[src/rtl/spwm_pkg.sv]
package spwm_pkg;
  localparam int TMR_W     = 16;
  localparam int MODE_W    = 4;
  localparam int OMODE_W   = 2;
  localparam int NCH       = 2;
  localparam int NFLAG     = 4;

  localparam logic [MODE_W-1:0] WM_FIX8  = 4'd5;
  localparam logic [MODE_W-1:0] WM_FIX9  = 4'd6;
  localparam logic [MODE_W-1:0] WM_FIX10 = 4'd7;
  localparam logic [MODE_W-1:0] WM_PER   = 4'd14;
  localparam logic [MODE_W-1:0] WM_CMPA  = 4'd15;

  localparam int FL_OVF = 0;
  localparam int FL_CMA = 1;
  localparam int FL_CMB = 2;
  localparam int FL_PER = 3;

  localparam logic [TMR_W-1:0] LIM8      = TMR_W'((1 << 8) - 1);
  localparam logic [TMR_W-1:0] LIM9      = TMR_W'((1 << 9) - 1);
  localparam logic [TMR_W-1:0] LIM10     = TMR_W'((1 << 10) - 1);
  localparam logic [TMR_W-1:0] TOP_FLOOR = TMR_W'(3);

  function automatic logic code_runs(input logic [MODE_W-1:0] m);
    return (m == WM_FIX8) || (m == WM_FIX9) || (m == WM_FIX10) ||
           (m == WM_PER)  || (m == WM_CMPA);
  endfunction

  function automatic logic [TMR_W-1:0] floor_top(input logic [TMR_W-1:0] v);
    return (v < TOP_FLOOR) ? TOP_FLOOR : v;
  endfunction

  function automatic logic [TMR_W-1:0] pick_top(input logic [MODE_W-1:0] m,
                                                input logic [TMR_W-1:0] per,
                                                input logic [TMR_W-1:0] cmpa);
    logic [TMR_W-1:0] raw;
    case (m)
      WM_FIX8:  raw = LIM8;
      WM_FIX9:  raw = LIM9;
      WM_FIX10: raw = LIM10;
      WM_PER:   raw = per;
      WM_CMPA:  raw = cmpa;
      default:  raw = '1;
    endcase
    return floor_top(raw);
  endfunction
endpackage

[src/rtl/spwm_top_sel.sv]
module spwm_top_sel
  import spwm_pkg::*;
#(
  parameter int W = TMR_W
) (
  input  logic [MODE_W-1:0] mode,
  input  logic [W-1:0]      per,
  input  logic [W-1:0]      cmpa_act,
  output logic [W-1:0]      top_val,
  output logic              mode_ok
);
  always_comb begin
    top_val = pick_top(mode, per, cmpa_act);
    mode_ok = code_runs(mode);
  end
endmodule

[src/rtl/spwm_counter.sv]
module spwm_counter #(
  parameter int W = spwm_pkg::TMR_W
) (
  input  logic         clk,
  input  logic         rst,
  input  logic         step,
  input  logic [W-1:0] top_val,
  output logic [W-1:0] cnt,
  output logic         at_top,
  output logic         wrap_evt
);
  assign at_top   = (cnt == top_val);
  assign wrap_evt = step && at_top;

  always_ff @(posedge clk) begin
    if (rst)          cnt <= '0;
    else if (step)    cnt <= at_top ? '0 : cnt + W'(1);
  end
endmodule

[src/rtl/spwm_channel.sv]
module spwm_channel
  import spwm_pkg::*;
#(
  parameter int W = TMR_W
) (
  input  logic               clk,
  input  logic               rst,
  input  logic               wr,
  input  logic [W-1:0]       wdata,
  input  logic               step,
  input  logic               wrap_evt,
  input  logic [W-1:0]       cnt,
  input  logic [OMODE_W-1:0] omode,
  output logic [W-1:0]       cmp_act,
  output logic               match,
  output logic               pin
);
  logic [W-1:0] cmp_buf;
  logic         drive_on;
  logic         invert;

  assign match    = (cnt == cmp_act);
  assign drive_on = omode[1];
  assign invert   = omode[0];

  always_ff @(posedge clk) begin
    if (rst) begin
      cmp_buf <= '0;
      cmp_act <= '0;
    end else begin
      if (wr)       cmp_buf <= wdata;
      if (wrap_evt) cmp_act <= cmp_buf;
    end
  end

  always_ff @(posedge clk) begin
    if (rst)                 pin <= 1'b0;
    else if (!drive_on)      pin <= 1'b0;
    else if (step) begin
      if (wrap_evt)          pin <= invert;
      else if (match)        pin <= ~invert;
    end
  end
endmodule

[src/rtl/spwm_flags.sv]
module spwm_flags #(
  parameter int N = spwm_pkg::NFLAG
) (
  input  logic         clk,
  input  logic         rst,
  input  logic [N-1:0] set_vec,
  input  logic [N-1:0] clr_vec,
  output logic [N-1:0] flags
);
  always_ff @(posedge clk) begin
    if (rst) flags <= '0;
    else     flags <= set_vec | (flags & ~clr_vec);
  end
endmodule

[src/rtl/slope_pwm_timer.sv]
module slope_pwm_timer
  import spwm_pkg::*;
#(
  parameter int W = TMR_W
) (
  input  logic               clk,
  input  logic               rst,
  input  logic               tick_en,
  input  logic [MODE_W-1:0]  wave_mode,
  input  logic [OMODE_W-1:0] out_mode_a,
  input  logic [OMODE_W-1:0] out_mode_b,
  input  logic               cmp_a_wr,
  input  logic [W-1:0]       cmp_a_data,
  input  logic               cmp_b_wr,
  input  logic [W-1:0]       cmp_b_data,
  input  logic               per_wr,
  input  logic [W-1:0]       per_data,
  input  logic [NFLAG-1:0]   flag_clr,
  output logic               pwm_a,
  output logic               pwm_b,
  output logic [NFLAG-1:0]   flags,
  output logic [W-1:0]       count
);
  logic [W-1:0]       per_reg;
  logic [W-1:0]       top_val;
  logic               mode_ok;
  logic               step;
  logic               at_top;
  logic               wrap_evt;
  logic [NFLAG-1:0]   flag_set;

  logic               ch_wr    [NCH];
  logic [W-1:0]       ch_wdata [NCH];
  logic [OMODE_W-1:0] ch_omode [NCH];
  logic [W-1:0]       ch_cmp   [NCH];
  logic               ch_match [NCH];
  logic               ch_pin   [NCH];

  always_ff @(posedge clk) begin
    if (rst)         per_reg <= '0;
    else if (per_wr) per_reg <= per_data;
  end

  spwm_top_sel #(.W(W)) u_tsel (
    .mode     (wave_mode),
    .per      (per_reg),
    .cmpa_act (ch_cmp[0]),
    .top_val  (top_val),
    .mode_ok  (mode_ok)
  );

  assign step = tick_en && mode_ok;

  spwm_counter #(.W(W)) u_cnt (
    .clk      (clk),
    .rst      (rst),
    .step     (step),
    .top_val  (top_val),
    .cnt      (count),
    .at_top   (at_top),
    .wrap_evt (wrap_evt)
  );

  assign ch_wr[0]    = cmp_a_wr;
  assign ch_wr[1]    = cmp_b_wr;
  assign ch_wdata[0] = cmp_a_data;
  assign ch_wdata[1] = cmp_b_data;
  assign ch_omode[0] = out_mode_a;
  assign ch_omode[1] = out_mode_b;

  for (genvar g = 0; g < NCH; g++) begin : g_ch
    spwm_channel #(.W(W)) u_ch (
      .clk      (clk),
      .rst      (rst),
      .wr       (ch_wr[g]),
      .wdata    (ch_wdata[g]),
      .step     (step),
      .wrap_evt (wrap_evt),
      .cnt      (count),
      .omode    (ch_omode[g]),
      .cmp_act  (ch_cmp[g]),
      .match    (ch_match[g]),
      .pin      (ch_pin[g])
    );
  end

  assign pwm_a = ch_pin[0];
  assign pwm_b = ch_pin[1];

  always_comb begin
    flag_set         = '0;
    flag_set[FL_OVF] = wrap_evt;
    flag_set[FL_CMA] = (step && ch_match[0]) || (wrap_evt && wave_mode == WM_CMPA);
    flag_set[FL_CMB] = step && ch_match[1];
    flag_set[FL_PER] = wrap_evt && wave_mode == WM_PER;
  end

  spwm_flags #(.N(NFLAG)) u_flags (
    .clk     (clk),
    .rst     (rst),
    .set_vec (flag_set),
    .clr_vec (flag_clr),
    .flags   (flags)
  );
endmodule

[config.mk]
export PLATFORM = sky130hd
export DESIGN_NAME = slope_pwm_timer
export DESIGN_NICKNAME = d
export VERILOG_FILES = /design/src/rtl/spwm_pkg.sv /design/src/rtl/spwm_top_sel.sv /design/src/rtl/spwm_counter.sv /design/src/rtl/spwm_channel.sv /design/src/rtl/spwm_flags.sv /design/src/rtl/slope_pwm_timer.sv
export SDC_FILE = /design/constraint.sdc
export NUM_CORES = 1
export LEC_CHECK = 0
export ABC_AREA = 1
export CAP_MARGIN = 20
export CORE_MARGIN = 2
export CORE_UTILIZATION = 50
export CTS_BUF_LIST = sky130_fd_sc_hd__clkbuf_8
export DETAILED_ROUTE_END_ITERATION = 7
export HOLD_SLACK_MARGIN = 0.02
export PLACE_DENSITY_LB_ADDON = 0.05
export SETUP_SLACK_MARGIN = 0.5
export SYNTH_ARGS = -nofsm -noshare
export SYNTH_HDL_FRONTEND = slang
export SYNTH_HIERARCHICAL = 1
export SYNTH_SLANG_ARGS = --single-unit
[constraint.sdc]
create_clock -name clk -period 2.9 [get_ports clk]
set_input_delay 0.58 -clock clk [delete_from_list [all_inputs] [get_ports clk]]
set_output_delay 0.58 -clock clk [all_outputs]
set_load 0.01 [all_outputs]
==> impl_results.html <==
<table>
<tr><th>Metric</th><th>Value</th></tr>
<tr><th colspan="2">Run status</th></tr>
<tr><td>Result of the run</td><td>completed</td></tr>
<tr><th colspan="2">Worst hold path</th></tr>
<tr><td>Worst Hold Path Cells</td><td>2</td></tr>
<tr><td>Hold wc startpoint</td><td>g_ch[1].u_ch/cmp_buf[11]$_SDFFE_PP0P_</td></tr>
<tr><td>Classification of the worst-slack hold path</td><td>reg2reg</td></tr>
<tr><td>Hold Path Sink</td><td>g_ch[1].u_ch/cmp_buf[11]$_SDFFE_PP0P_</td></tr>
<tr><th colspan="2">Finish</th></tr>
<tr><td>Post-synthesis to final-layout area growth</td><td>38.0%</td></tr>
<tr><td>Most common cell after layout, fill and taps aside</td><td>sky130_fd_sc_hd__nand2_1</td></tr>
<tr><td>Fraction of layout cells with a size suffix above 1</td><td>0.186</td></tr>
<tr><td>Final nets</td><td>1034</td></tr>
<tr><td>Non-Filler Cell Area, Final</td><td>7460 µm²</td></tr>
<tr><td>Ant. Diodes</td><td>0</td></tr>
<tr><td>Regs by FF count</td><td>g_ch.u_ch/cmp_act: 32 flops, g_ch.u_ch/cmp_buf: 32 flops</td></tr>
<tr><td>Most used cells in the layout excluding fill and tap cells</td><td>sky130_fd_sc_hd__nand2_1, sky130_fd_sc_hd__inv_1, sky130_fd_sc_hd__dfxtp_1</td></tr>
<tr><th colspan="2">Timing</th></tr>
<tr><td>Setup clock skew after layout</td><td>about 0.0094 ns</td></tr>
<tr><td>Normalized max-slew margin</td><td>0.548</td></tr>
<tr><td>Highest achievable clock rate</td><td>0.380 GHz</td></tr>
<tr><td>Final-report setup violation count</td><td>0</td></tr>
<tr><td>Slew at the pin closest to its max-slew limit</td><td>0.676 ns</td></tr>
<tr><td>Total count of max-transition violations in the final report</td><td>0</td></tr>
<tr><td>Hold violation total from the final report</td><td>0</td></tr>
<tr><td>Unrepaired setup endpoints after global routing</td><td>yes</td></tr>
<tr><td>Min cycle time layout</td><td>2.63 ns</td></tr>
<tr><td>Minimum hold slack</td><td>0.470 ns</td></tr>
<tr><td>Period utilisation layout</td><td>0.907</td></tr>
<tr><th colspan="2">Synthesis</th></tr>
<tr><td>Synthesized instance count</td><td>844</td></tr>
<tr><td>Average size of a mapped cell</td><td>roughly 6.4 µm²</td></tr>
<tr><td>Yosys warnings</td><td>6</td></tr>
<tr><td>Synthesized area</td><td>5400 µm²</td></tr>
<tr><td>Syn_nets</td><td>911</td></tr>
<tr><th colspan="2">Global route</th></tr>
<tr><td>Number of antenna violations at the first check in global routing</td><td>0</td></tr>
<tr><td>Number of global-route vias before repair</td><td>5187</td></tr>
<tr><td>GRT Overall Usage</td><td>0.260</td></tr>
<tr><td>Total grt overflow</td><td>0</td></tr>
<tr><td>Largest net degree at the start of global routing</td><td>38</td></tr>
<tr><td>First-pass GRT wire length</td><td>between 20 and 25 mm</td></tr>
<tr><th colspan="2">Drt</th></tr>
<tr><td>Remaining DRCs</td><td>0</td></tr>
<tr><td>Avg Vias per Cell</td><td>5.11</td></tr>
<tr><td>Via Count</td><td>5658</td></tr>
<tr><td>Detailed router's first-iteration violation count</td><td>approximately 440</td></tr>
<tr><td>Antenna Violating Nets Remaining</td><td>0</td></tr>
<tr><td>Router iterations before antenna repair</td><td>5</td></tr>
<tr><td>Routed wirelength normalized by instance count</td><td>between 10 and 15 µm</td></tr>
<tr><td>Routed wire length</td><td>around 16 mm</td></tr>
<tr><th colspan="2">Worst setup path</th></tr>
<tr><td>Type of element launching the critical path</td><td>input pin</td></tr>
<tr><td>Capturing element type of the critical path</td><td>register</td></tr>
<tr><td>Length in cells of the worst reg-to-reg path</td><td>18</td></tr>
<tr><td>Reg2reg start</td><td>per_reg[14]$_SDFFE_PP0P_</td></tr>
<tr><td>Category of the critical setup timing path</td><td>in2reg</td></tr>
<tr><td>Worst path arrival time</td><td>between 2 and 3 ns</td></tr>
<tr><td>Peak fanout along the critical path</td><td>31</td></tr>
<tr><td>End of the worst register-to-register path</td><td>g_ch[1].u_ch/cmp_act[7]$_SDFFE_PP0P_</td></tr>
<tr><td>Crit path required time</td><td>3.16 ns</td></tr>
<tr><td>Register-to-register setup slack</td><td>0.54 ns</td></tr>
<tr><th colspan="2">Placed design</th></tr>
<tr><td>Port Buf Inserts</td><td>87</td></tr>
<tr><td>Cell Area, Placed</td><td>6590 µm²</td></tr>
<tr><td>HPWL after detailed placement</td><td>around 10 mm</td></tr>
<tr><td>Last weighted congestion value of the routability-driven placer</td><td>0.960</td></tr>
<tr><th colspan="2">Power and ir drop</th></tr>
<tr><td>Share of total power in the clock network</td><td>0.350</td></tr>
<tr><td>P per Cell Area</td><td>391 nW/µm²</td></tr>
<tr><td>Static leakage power</td><td>3.14 nW</td></tr>
<tr><td>Portion of total power attributed to sequential cells</td><td>0.507</td></tr>
<tr><td>Gate power share</td><td>0.143</td></tr>
<tr><td>Switching power of the nets</td><td>between 0.7 and 0.8 mW</td></tr>
<tr><td>Worst VDD drop</td><td>255 µV</td></tr>
<tr><td>Switching power as a share of total power</td><td>0.256</td></tr>
<tr><td>Internal cell power</td><td>2.17 mW</td></tr>
<tr><th colspan="2">Flow run</th></tr>
<tr><td>Number of max-cap violations</td><td>0</td></tr>
<tr><th colspan="2">Floorplan</th></tr>
<tr><td>Die height</td><td>108 µm</td></tr>
<tr><td>Row count</td><td>37</td></tr>
<tr><td>Die Width</td><td>108 µm</td></tr>
<tr><td>Number of top-level design ports</td><td>88</td></tr>
<tr><td>CORE AREA</td><td>10400 µm²</td></tr>
<tr><td>Starting density of the core</td><td>0.519</td></tr>
<tr><td>Area of the die</td><td>between 10000 and 15000 µm²</td></tr>
<tr><th colspan="2">CTS</th></tr>
<tr><td>Number of buffers between clock root and the deepest sink</td><td>2</td></tr>
<tr><td>Number of sinks driven by the clock tree</td><td>102</td></tr>
<tr><td>Root buffer cell</td><td>sky130_fd_sc_hd__clkbuf_8</td></tr>
<tr><td>TritonCTS clock tree</td><td>yes</td></tr>
<tr><td>TritonCTS Buffers</td><td>9</td></tr>
<tr><td>Clock latency of the later-clocked register in the worst-skew pair</td><td>between 0.3 and 0.4 ns</td></tr>
<tr><td>H-tree depth</td><td>3</td></tr>
<tr><td>Clock-pin slew on the worst setup and hold paths</td><td>0.10 ns</td></tr>
</table>
[worst max path at each step]
| stage | startpoint | to | slack, ns | depth (start not counted) |
|---|---|---|---|---|
| 3_5_place_dp | wave_mode[0] | g_ch[0].u_ch/cmp_act[13]$_SDFFE_PP0P_ | -0.51 | 20 |
| 5_1_grt | wave_mode[2] | g_ch[1].u_ch/pin$_SDFFE_PP0P_ | 0.20 | 24 |
| 3_3_place_gp | wave_mode[0] | g_ch[0].u_ch/pin$_SDFFE_PP0P_ | -0.38 | 21 |
| 2_1_floorplan | wave_mode[1] | g_ch[0].u_ch/cmp_act[8]$_SDFFE_PP0P_ | 0.41 | 21 |
| 4_1_cts | wave_mode[1] | u_flags/flags[1]$_SDFF_PP0_ | 0.50 | 25 |
| 6_report | wave_mode[2] | g_ch[1].u_ch/cmp_act[7]$_SDFFE_PP0P_ | 0.27 | 22 |
[critical path, cell delays in order]
cell and delay [ns]:
sky130_fd_sc_hd__buf_8 0.11, sky130_fd_sc_hd__nand2_8 0.10, sky130_fd_sc_hd__buf_8 0.14, sky130_fd_sc_hd__clkinv_8 0.09, sky130_fd_sc_hd__nand3_4 0.11, sky130_fd_sc_hd__nand3_2 0.10
sky130_fd_sc_hd__nor2_1 0.12, sky130_fd_sc_hd__nand2_1 0.07, sky130_fd_sc_hd__nor2_1 0.12, sky130_fd_sc_hd__nand2_1 0.10, sky130_fd_sc_hd__nand2_2 0.08, sky130_fd_sc_hd__inv_1 0.04
sky130_fd_sc_hd__nand2_1 0.04, sky130_fd_sc_hd__nand2_1 0.05, sky130_fd_sc_hd__nor2_1 0.09, sky130_fd_sc_hd__nand2_1 0.07, sky130_fd_sc_hd__nor2_2 0.12, sky130_fd_sc_hd__nand3_2 0.11
sky130_fd_sc_hd__clkinv_4 0.12, sky130_fd_sc_hd__buf_12 0.12, sky130_fd_sc_hd__inv_8 0.07, sky130_fd_sc_hd__a211oi_1 0.31
[repair_timing]
action	4_1_cts	5_1_grt
gates resized for setup	46	61
setup endpoints to repair	53	53
pin swaps	9	25
gates cloned	1	3
hold buffers	0	0
setup buffers	7	11
[routing by layer]
layer,up-vias,part of all wire,wire length (µm),GRT usage
met5,-,0,0,0
met4,0,0.031,486,0.0861
met3,46,0.064,1010,0.0362
met2,232,0.47,7480,0.435
met1,2563,0.43,6800,0.348
li1,2817,-,-,-
[metrics by stage]
stage               worst slack [ns]  power (mW)  TNS, ns   util  instances
floorplan                      0.409        1.69        0      -        844
global placement              -0.383        1.85   -12.51  0.632       1070
detailed placement            -0.509        1.85   -19.85  0.632       1070
CTS                            0.496        2.88        0  0.672       1094
global route                   0.204        3.03        0  0.716       1108
finish                         0.271        2.91        0  0.716       1108
[power by group through the flow]
stage,sequential [mW],combinational (mW),clock [mW]
floorplan,1.50,0.189,0
global placement,1.51,0.340,0
detailed placement,1.51,0.348,0
CTS,1.47,0.365,1.04
global route,1.48,0.455,1.10
finish,1.48,0.418,1.02
[cell type report]
type | count | area, µm²
repair inverters | 1 | 8.76
flip-flops and latches | 102 | 2040
fillers | 849 | 2960
clock buffers | 10 | 138
multi-input cells | 589 | 3080
repair buffers | 139 | 1410
inverters | 125 | 522
clock inverters | 6 | 92.6
well taps | 136 | 170
Power figures use the tool's default switching activity.
